File: config.mk
export PLATFORM = sky130hd
export DESIGN_NAME = rl_int_alu
export DESIGN_NICKNAME = d
export VERILOG_FILES = /design/src/rtl/rl_alu_pkg.sv /design/src/rtl/rl_alu_decode.sv /design/src/rtl/rl_alu_arith.sv /design/src/rtl/rl_alu_bitops.sv /design/src/rtl/rl_alu_muldiv.sv /design/src/rtl/rl_int_alu.sv
export SDC_FILE = /design/constraint.sdc
export NUM_CORES = 2
export LEC_CHECK = 0
export ABC_AREA = 0
export BUFFER_PORTS_ARGS = -buffer_cell sky130_fd_sc_hd__buf_2
export CORE_MARGIN = 2
export CORE_UTILIZATION = 54
export DETAILED_ROUTE_END_ITERATION = 10
export PLACE_DENSITY_LB_ADDON = 0.08
export SYNTH_ARGS = -nofsm -noshare
export SYNTH_HDL_FRONTEND = slang
export SYNTH_HIERARCHICAL = 1
export SYNTH_SLANG_ARGS = --single-unit
File: constraint.sdc
create_clock -name vclk -period 98.4
set_input_delay 9.84 -clock vclk [all_inputs]
set_output_delay 9.84 -clock vclk [all_outputs]
set_load 0.02 [all_outputs]
File: src/rtl/rl_alu_pkg.sv
// Shared function codes and helpers for the register-literal ALU.
package rl_alu_pkg;
    localparam int LIT_W = 16;
    localparam int OPC_W = 6;
    localparam int FN_W  = 4;
    localparam int LIT_SEL_BIT = 4;

    localparam logic [FN_W-1:0] FN_ADD  = 4'h0;
    localparam logic [FN_W-1:0] FN_SUB  = 4'h1;
    localparam logic [FN_W-1:0] FN_MUL  = 4'h2;
    localparam logic [FN_W-1:0] FN_DIV  = 4'h3;
    localparam logic [FN_W-1:0] FN_CEQ  = 4'h4;
    localparam logic [FN_W-1:0] FN_CLT  = 4'h5;
    localparam logic [FN_W-1:0] FN_CLE  = 4'h6;
    localparam logic [FN_W-1:0] FN_HOLE = 4'h7;
    localparam logic [FN_W-1:0] FN_AND  = 4'h8;
    localparam logic [FN_W-1:0] FN_OR   = 4'h9;
    localparam logic [FN_W-1:0] FN_XOR  = 4'hA;
    localparam logic [FN_W-1:0] FN_XNOR = 4'hB;
    localparam logic [FN_W-1:0] FN_SHL  = 4'hC;
    localparam logic [FN_W-1:0] FN_SHR  = 4'hD;
    localparam logic [FN_W-1:0] FN_SRA  = 4'hE;
    localparam logic [FN_W-1:0] FN_TOP  = 4'hF;

    typedef enum logic [1:0] {
        UNIT_ARITH  = 2'd0,
        UNIT_MULDIV = 2'd1,
        UNIT_BITOPS = 2'd2
    } unit_e;
endpackage

File: src/rtl/rl_alu_decode.sv
// Operation decoder: splits the code into function and operand source and
// flags codes that are not implemented. Assumes the code map described in
// the brief; HAS_DIV=0 treats the divide function as unimplemented.
module rl_alu_decode
    import rl_alu_pkg::*;
#(
    parameter bit HAS_DIV = 1'b1
) (
    input  logic [OPC_W-1:0] op_code,
    output logic [FN_W-1:0]  fn,
    output logic             use_lit,
    output logic             legal,
    output unit_e            unit
);
    logic in_window;
    logic hole;
    logic div_off;

    // Decode the code fields and legality.
    always_comb begin
        fn        = op_code[FN_W-1:0];
        use_lit   = op_code[LIT_SEL_BIT];
        in_window = op_code[OPC_W-1];
        hole      = (fn == FN_HOLE) || (fn == FN_TOP);
        div_off   = (!HAS_DIV) && (fn == FN_DIV);
        legal     = in_window && !hole && !div_off;
    end

    // Steer the function to its execution unit.
    always_comb begin
        if (fn[FN_W-1]) begin
            unit = UNIT_BITOPS;
        end else if (fn == FN_MUL || fn == FN_DIV) begin
            unit = UNIT_MULDIV;
        end else begin
            unit = UNIT_ARITH;
        end
    end
endmodule

File: src/rtl/rl_alu_arith.sv
// Add, subtract and signed compare. Shares one widened subtractor between
// subtract and the three compares; compares return 1 or 0.
module rl_alu_arith
    import rl_alu_pkg::*;
#(
    parameter int WIDTH = 32
) (
    input  logic [WIDTH-1:0] a,
    input  logic [WIDTH-1:0] b,
    input  logic [FN_W-1:0]  fn,
    output logic [WIDTH-1:0] res
);
    logic [WIDTH:0]   diff_ext;
    logic [WIDTH-1:0] sum;
    logic             is_eq;
    logic             is_lt;

    // Widened difference gives the signed order without overflow.
    always_comb begin
        diff_ext = {a[WIDTH-1], a} - {b[WIDTH-1], b};
        sum      = a + b;
        is_eq    = (diff_ext[WIDTH-1:0] == '0);
        is_lt    = diff_ext[WIDTH];
    end

    // Select the arithmetic or compare outcome.
    always_comb begin
        res = '0;
        case (fn)
            FN_ADD: res = sum;
            FN_SUB: res = diff_ext[WIDTH-1:0];
            FN_CEQ: res = {{(WIDTH-1){1'b0}}, is_eq};
            FN_CLT: res = {{(WIDTH-1){1'b0}}, is_lt};
            FN_CLE: res = {{(WIDTH-1){1'b0}}, is_lt | is_eq};
            default: res = '0;
        endcase
    end
endmodule

File: src/rtl/rl_alu_bitops.sv
// Bitwise logic and the three shifts. The shift amount is the low
// log2(WIDTH) bits of the second operand.
module rl_alu_bitops
    import rl_alu_pkg::*;
#(
    parameter int WIDTH = 32
) (
    input  logic [WIDTH-1:0] a,
    input  logic [WIDTH-1:0] b,
    input  logic [FN_W-1:0]  fn,
    output logic [WIDTH-1:0] res
);
    localparam int SH_W = $clog2(WIDTH);

    logic [SH_W-1:0] shamt;

    // Pick the function; shifts use only the low amount bits.
    always_comb begin
        shamt = b[SH_W-1:0];
        res   = '0;
        case (fn)
            FN_AND:  res = a & b;
            FN_OR:   res = a | b;
            FN_XOR:  res = a ^ b;
            FN_XNOR: res = ~(a ^ b);
            FN_SHL:  res = a << shamt;
            FN_SHR:  res = a >> shamt;
            FN_SRA:  res = $unsigned($signed(a) >>> shamt);
            default: res = '0;
        endcase
    end
endmodule

File: src/rtl/rl_alu_muldiv.sv
// Multiplier (low half of product) and an optional signed divider.
// Divider corner cases are resolved explicitly, without a trap.
module rl_alu_muldiv
    import rl_alu_pkg::*;
#(
    parameter int WIDTH   = 32,
    parameter bit HAS_DIV = 1'b1
) (
    input  logic [WIDTH-1:0] a,
    input  logic [WIDTH-1:0] b,
    input  logic [FN_W-1:0]  fn,
    output logic [WIDTH-1:0] res
);
    localparam logic [WIDTH-1:0] MOST_NEG = {1'b1, {(WIDTH-1){1'b0}}};

    logic [WIDTH-1:0] prod;
    logic [WIDTH-1:0] quot;

    // Low half of the product is sign-agnostic.
    always_comb begin
        prod = a * b;
    end

    generate
        if (HAS_DIV) begin : g_div
            // Signed quotient with zero-divisor and overflow handling.
            always_comb begin
                if (b == '0) begin
                    quot = '1;
                end else if (a == MOST_NEG && b == '1) begin
                    quot = MOST_NEG;
                end else begin
                    quot = $unsigned($signed(a) / $signed(b));
                end
            end
        end else begin : g_no_div
            // Divider omitted; the decoder marks the code illegal.
            always_comb begin
                quot = '0;
            end
        end
    endgenerate

    // Choose between product and quotient.
    always_comb begin
        res = (fn == FN_DIV) ? quot : prod;
    end
endmodule

File: src/rtl/rl_int_alu.sv
// Top of the register-literal ALU: decodes the code, forms the second
// operand, runs the three execution units and gates the result with the
// legality flag. Purely combinational; no clock or reset.
module rl_int_alu
    import rl_alu_pkg::*;
#(
    parameter int WIDTH   = 32,
    parameter bit HAS_DIV = 1'b1
) (
    input  logic [OPC_W-1:0] op_code,
    input  logic [WIDTH-1:0] opa,
    input  logic [WIDTH-1:0] opb_reg,
    input  logic [LIT_W-1:0] lit,
    output logic [WIDTH-1:0] result,
    output logic             illegal
);
    localparam int EXT_W = WIDTH - LIT_W;

    logic [FN_W-1:0]  fn;
    logic             use_lit;
    logic             legal;
    unit_e            unit;
    logic [WIDTH-1:0] opb;
    logic [WIDTH-1:0] res_arith;
    logic [WIDTH-1:0] res_bits;
    logic [WIDTH-1:0] res_md;

    rl_alu_decode #(.HAS_DIV(HAS_DIV)) u_dec (
        .op_code (op_code),
        .fn      (fn),
        .use_lit (use_lit),
        .legal   (legal),
        .unit    (unit)
    );

    // Second operand: register value or sign-extended literal.
    always_comb begin
        opb = use_lit ? {{EXT_W{lit[LIT_W-1]}}, lit} : opb_reg;
    end

    rl_alu_arith #(.WIDTH(WIDTH)) u_arith (
        .a(opa), .b(opb), .fn(fn), .res(res_arith)
    );

    rl_alu_bitops #(.WIDTH(WIDTH)) u_bits (
        .a(opa), .b(opb), .fn(fn), .res(res_bits)
    );

    rl_alu_muldiv #(.WIDTH(WIDTH), .HAS_DIV(HAS_DIV)) u_md (
        .a(opa), .b(opb), .fn(fn), .res(res_md)
    );

    // Merge unit outputs; an illegal code forces zero.
    always_comb begin
        illegal = !legal;
        result  = '0;
        if (legal) begin
            case (unit)
                UNIT_ARITH:  result = res_arith;
                UNIT_MULDIV: result = res_md;
                UNIT_BITOPS: result = res_bits;
                default:     result = '0;
            endcase
        end
    end
endmodule

Yosys cells after proc, flatten, opt, wreduce, memory -nomap -nowiden
Index checks and enable logic that the tools add are counted.
Widths: inputs -> output; s select.
- bits in writable memories: 0
- input bits: 86
- bits in read-only memories: 0
- latch bits: 0
- memories: 0
- bits in registers: 0
- logic and storage cells: 51
- multipliers: 1
- mux-type cells: 10
- div/mod/pow operators: 1
- shift-type cells: 3
- bitwise logic cells: 5
- reductions and logical operators: 10
- add/subtract/negate cells: 2
- equality and inequality tests: 19
- order comparisons: 0
- operators by type and width (cell ; count):
    $pmux 32 s7 ; 1
    $mux 32 ; 5
    $pmux 32 s5 ; 1
    $pmux 32 s3 ; 1
    $eq 32x32->1 const B ; 2
    $logic_not 32->1 ; 2
    $sub 32x32->33 ; 1
    $add 32x32->32 ; 1
    $and 32x32->32 ; 1
    $div 32x32->32 ; 1
    $eq 4x4->1 const B ; 8
    $mul 32x32->32 ; 1
    $not 32->32 ; 1
    $or 32x32->32 ; 1
    $shl 32x5->32 ; 1
    $shr 32x5->32 ; 1
    $sshr 32x5->32 ; 1
    $xor 32x32->32 ; 1
    $eq 4x3->1 const B ; 4
    $eq 4x2->1 const B ; 2
    $eq 4x1->1 const B ; 1
    $logic_not 4->1 ; 1
    $eq 2x1->1 const B ; 1
    $eq 2x2->1 const B ; 1
    other kinds (7) ; 10

Longest topological paths before layout
- depth after elaboration: 8
- mapped depth: 405
- mapped depth without buffers: 360

Hierarchy
Netlist, hierarchy kept.
- by module, submodules not included (module ; area an instance (um2) ; cells an instance ; seq. area each (um2) ; times used):
    rl_alu_muldiv ; 46254.4 ; 6362 ; 0.0 ; 1
    rl_alu_bitops ; 6323.6 ; 822 ; 0.0 ; 1
    rl_alu_arith ; 4611.9 ; 706 ; 0.0 ; 1
    rl_int_alu ; 1606.5 ; 204 ; 0.0 ; 1
    rl_alu_decode ; 67.6 ; 9 ; 0.0 ; 1

Worst setup path before layout
No wires, ideal clock.
- path type: input port to output port
- start: input op_code[4]
- end: output result[28]
- arrival: 90345 ps
- path buffers: 50
- setup slack: -1785 ps
- stages: 371
- cells stage by stage: buf_4 buf_2 mux2_2 clkbuf_1 clkbuf_1 inv_1 ha_1 clkbuf_1 nand2_1 o41ai_1 xor2_1 and3_1 clkbuf_1 a31oi_1 or2_2 ha_1 o21a_1 o21ai_0 [... 335 more ...] a21o_1 a21o_1 a21o_1 a21o_1 a21o_1 a21o_1 a211oi_1 o21bai_1 a31oi_1 ha_1 and4_1 nand4_1 or4_1 nor3_1 a21oi_1 a32oi_1 nand2b_1 a211oi_2
- word-level cells in the longest chain between the ends: 8
- elaborated cells on any way between the ends: 22
- RTL lines (item ; RTL line ; source):
    from (decl) ; rl_int_alu.sv:10 ; input logic [OPC_W-1:0] op_code,
    $mux 32 (*) ; rl_int_alu.sv:38 ; opb = use_lit ? {{EXT_W{lit[LIT_W-1]}}, lit} : opb_reg;
    via opb[0] ; rl_int_alu.sv:23 ; logic [WIDTH-1:0] opb;
    branches (longest 4 deep; another with $div 32x32->32) ; - ;
    $mux 32 (*) ; rl_alu_muldiv.sv:46 ; res = (fn == FN_DIV) ? quot : prod;
    via res_md[28] ; rl_int_alu.sv:26 ; logic [WIDTH-1:0] res_md;
    $pmux 32 s3 (*) ; rl_int_alu.sv:58 ; case (unit)
    $mux 32 (*) ; rl_int_alu.sv:57 ; if (legal) begin
    to (decl) ; rl_int_alu.sv:14 ; output logic [WIDTH-1:0] result,
Mark *: on every way through the listed nets, which the timed path passes.

Final worst setup path
- start: input op_code[4]
- end: output result[13]
- word-level cells in the longest chain between the ends: 8
- elaborated cells on any way between the ends: 22
- RTL lines (item ; RTL line ; source):
    $mux 32 (*) ; rl_int_alu.sv:38 ;
    via opb[14] ; rl_int_alu.sv:23 ;
    branches (longest 3 deep; another with $div 32x32->32) ; - ;
    $mux 32 (*) ; rl_alu_muldiv.sv:28 ; if (b == '0) begin
    $mux 32 (*) ; rl_alu_muldiv.sv:46 ;
    via res_md[13] ; rl_int_alu.sv:26 ;
    $pmux 32 s3 (*) ; rl_int_alu.sv:58 ;
    $mux 32 (*) ; rl_int_alu.sv:57 ;
Marked as above.

==> flow_summary.json <==
{
  "drv_slew": 0,
  "hold_path_class": "input pin to output port",
  "crit_arrival_ps": 85470,
  "grt_pass1_vias": 62900,
  "via_per_inst": 6.83,
  "fp.dieW_um": 334,
  "clock_buffers": 0,
  "setup_viol_count_final": 0,
  "startpoint_type": "input pin",
  "cp_common_cell": "a21o_1",
  "critPathSlowestCell": "a221oi_1",
  "grt_overflow_total": 0,
  "syn_avg_cell_area_um2": 7.26,
  "nets": 9482,
  "synth_top_area_frac": 0.167,
  "synth_nets": 9385,
  "synthTopCellsByArea": "ha_1 (17%), fa_1 (14%), nand2_1 (6.4%)",
  "instances_no_fill": 9618,
  "dr.pass1.iters": 8,
  "rows": 121,
  "yosysTopAreaCell": "ha_1",
  "multi_input_area_um2": 55600,
  "netlist_area_um2": 58900,
  "port-buffer-count": 119,
  "end_kind": "output port",
  "path_max_fanout": 30,
  "fmax_ghz": 0.0105,
  "maxCapViolations": 0,
  "slowest_delay_ps": 1070,
  "drt_first_iter_violations": 7903,
  "syn_to_final_growth_pct": 9.07,
  "syn_inst": 8103,
  "drive_gt1_frac": 0.136,
  "dieHeight_um": 334,
  "drt_wl_total_mm": 271,
  "period_share": 0.969,
  "worstPathRequired_ps": 88560,
  "start_util": 0.542,
  "max_slew_margin": 0.0807,
  "yosys.cell_types.count": 120,
  "vias": 65700,
  "final_util": 0.591,
  "finalHoldViolations": 0,
  "antenna_found_initial": 21,
  "register_area_um2": 0,
  "hold_slack_ps": 20490,
  "placed_cells": 9562,
  "core_um2": 109000,
  "path_class": "input pin to output port",
  "status": "finished clean",
  "io_pins": 119,
  "grt_use_total": 0.464,
  "setup_slack_ps": 3090,
  "worst_pin_slew_ps": 1370,
  "place_congestion": 1.10,
  "yosysSeqAreaShare": 0,
  "wl_per_cell_um": 28.2,
  "hpwlAfterDp_mm": 210,
  "grt_pass1_wl_mm": 395,
  "dieArea_um2": 112000,
  "period_minus_slack_ps": 95310,
  "dp_slack_ps": -2860,
  "drc": 0,
  "grt_max_degree": 81,
  "fill_cells": 10400,
  "ant_nets": 0,
  "ys_warn_count": 6,
  "design.seq.count": 0
}
-- layout make-up --
cell class | count | area share
Inverter | 781 | 0.0457
Antenna cell | 6 | 0.000234
Tap cell | 1414 | 0.0276
Multi-Input combinational cell | 6889 | 0.866
Timing Repair Buffer | 528 | 0.0602
-- cells in the mapped netlist (60+ instances only) --
cell	instances
a21oi_1	457
nand2b_1	107
clkbuf_1	272
nand3_1	140
nand4_1	82
o31ai_1	73
fa_1	410
a211oi_1	79
inv_1	776
o21ai_0	348
mux2_2	101
mux2i_1	83
nor2b_1	113
or3_1	76
xnor2_1	364
and2_1	174
nand2_1	998
nor2_1	624
ha_1	786
buf_2	71
xor2_1	211
o21bai_1	60
o21a_1	154
a31oi_1	106
nor3_1	212
a21o_1	211
-- cell usage in the layout, fill, tap and decap left out, drive strengths merged, types with 39 or more instances in the layout --
master  synthesis  routed
o21ai         380     380
a31oi         106     106
ha            786     786
a211o          39      39
o21a          154     154
or3            76      76
nand2         999     999
nand4          82      82
o211ai         60      60
xnor2         364     364
a21o          211     211
and2          177     177
nor2          626     626
nand2b        107     107
buf           162     526
o21bai         60      60
o31ai          81      81
or2            56      56
mux2          102     102
nor3          218     218
xor2          211     211
a21oi         462     462
mux4           56      56
and3           49      49
fa            410     410
nor4           64      64
inv           778     777
nand3         141     141
mux2i          83      83
a211oi        131     131
nor2b         113     113
-- path summary, 6_finish.rpt --
check / from / endpoint / depth (start not counted)
worst max-delay path: op_code[4] / result[13] / 342
worst min-delay path: op_code[3] / result[22] / 4
-- metal layers --
layer | GRT usage | routed length, um | share of wire | vias up
met3 | 0.122 | 32200 | 0.12 | 1156
met5 | 0 | 155 | 0.00057 | -
met4 | 0.304 | 22500 | 0.083 | 20
met2 | 0.714 | 114000 | 0.42 | 4301
met1 | 0.574 | 102000 | 0.38 | 31500
li1 | - | - | - | 28700
-- what timing repair did --
action	CTS	global route
setup buffers	7	40
gates resized for setup	48	229
pin swaps	4	53
setup endpoints to repair	32	32
hold buffers	0	0
endpoints found under the hold margin	0	0
cloned	0	3
-- per-stage QoR --
stage          TNS, ps  area [um^2]
6_report             0        64200
5_1_grt          -5690        64200
4_1_cts              0        62800
3_5_place_dp    -59060        62600
3_3_place_gp    -14820        62500
2_1_floorplan        0        58900
-- cell families after synthesis --
logic type | after synthesis | synth area share
AOI/OAI and AO/OA | 2068 | 0.243
xor gates and xnor gates | 575 | 0.0856
adders and majority gates | 1196 | 0.307
buffers and inverters | 1215 | 0.0826
muxes | 241 | 0.0552
and+or+nand+nor | 2808 | 0.227
-- critical path, delay by kind of cell --
family / cells / cell delay [ps]
AO/OA/AOI/OAI: 188 / 42040
buffers and inverters: 31 / 5650
multiplexers: 8 / 2550
adder cells (fa/ha/maj): 31 / 9620
AND/OR/NAND/NOR: 83 / 15380
XOR/XNOR: 1 / 240
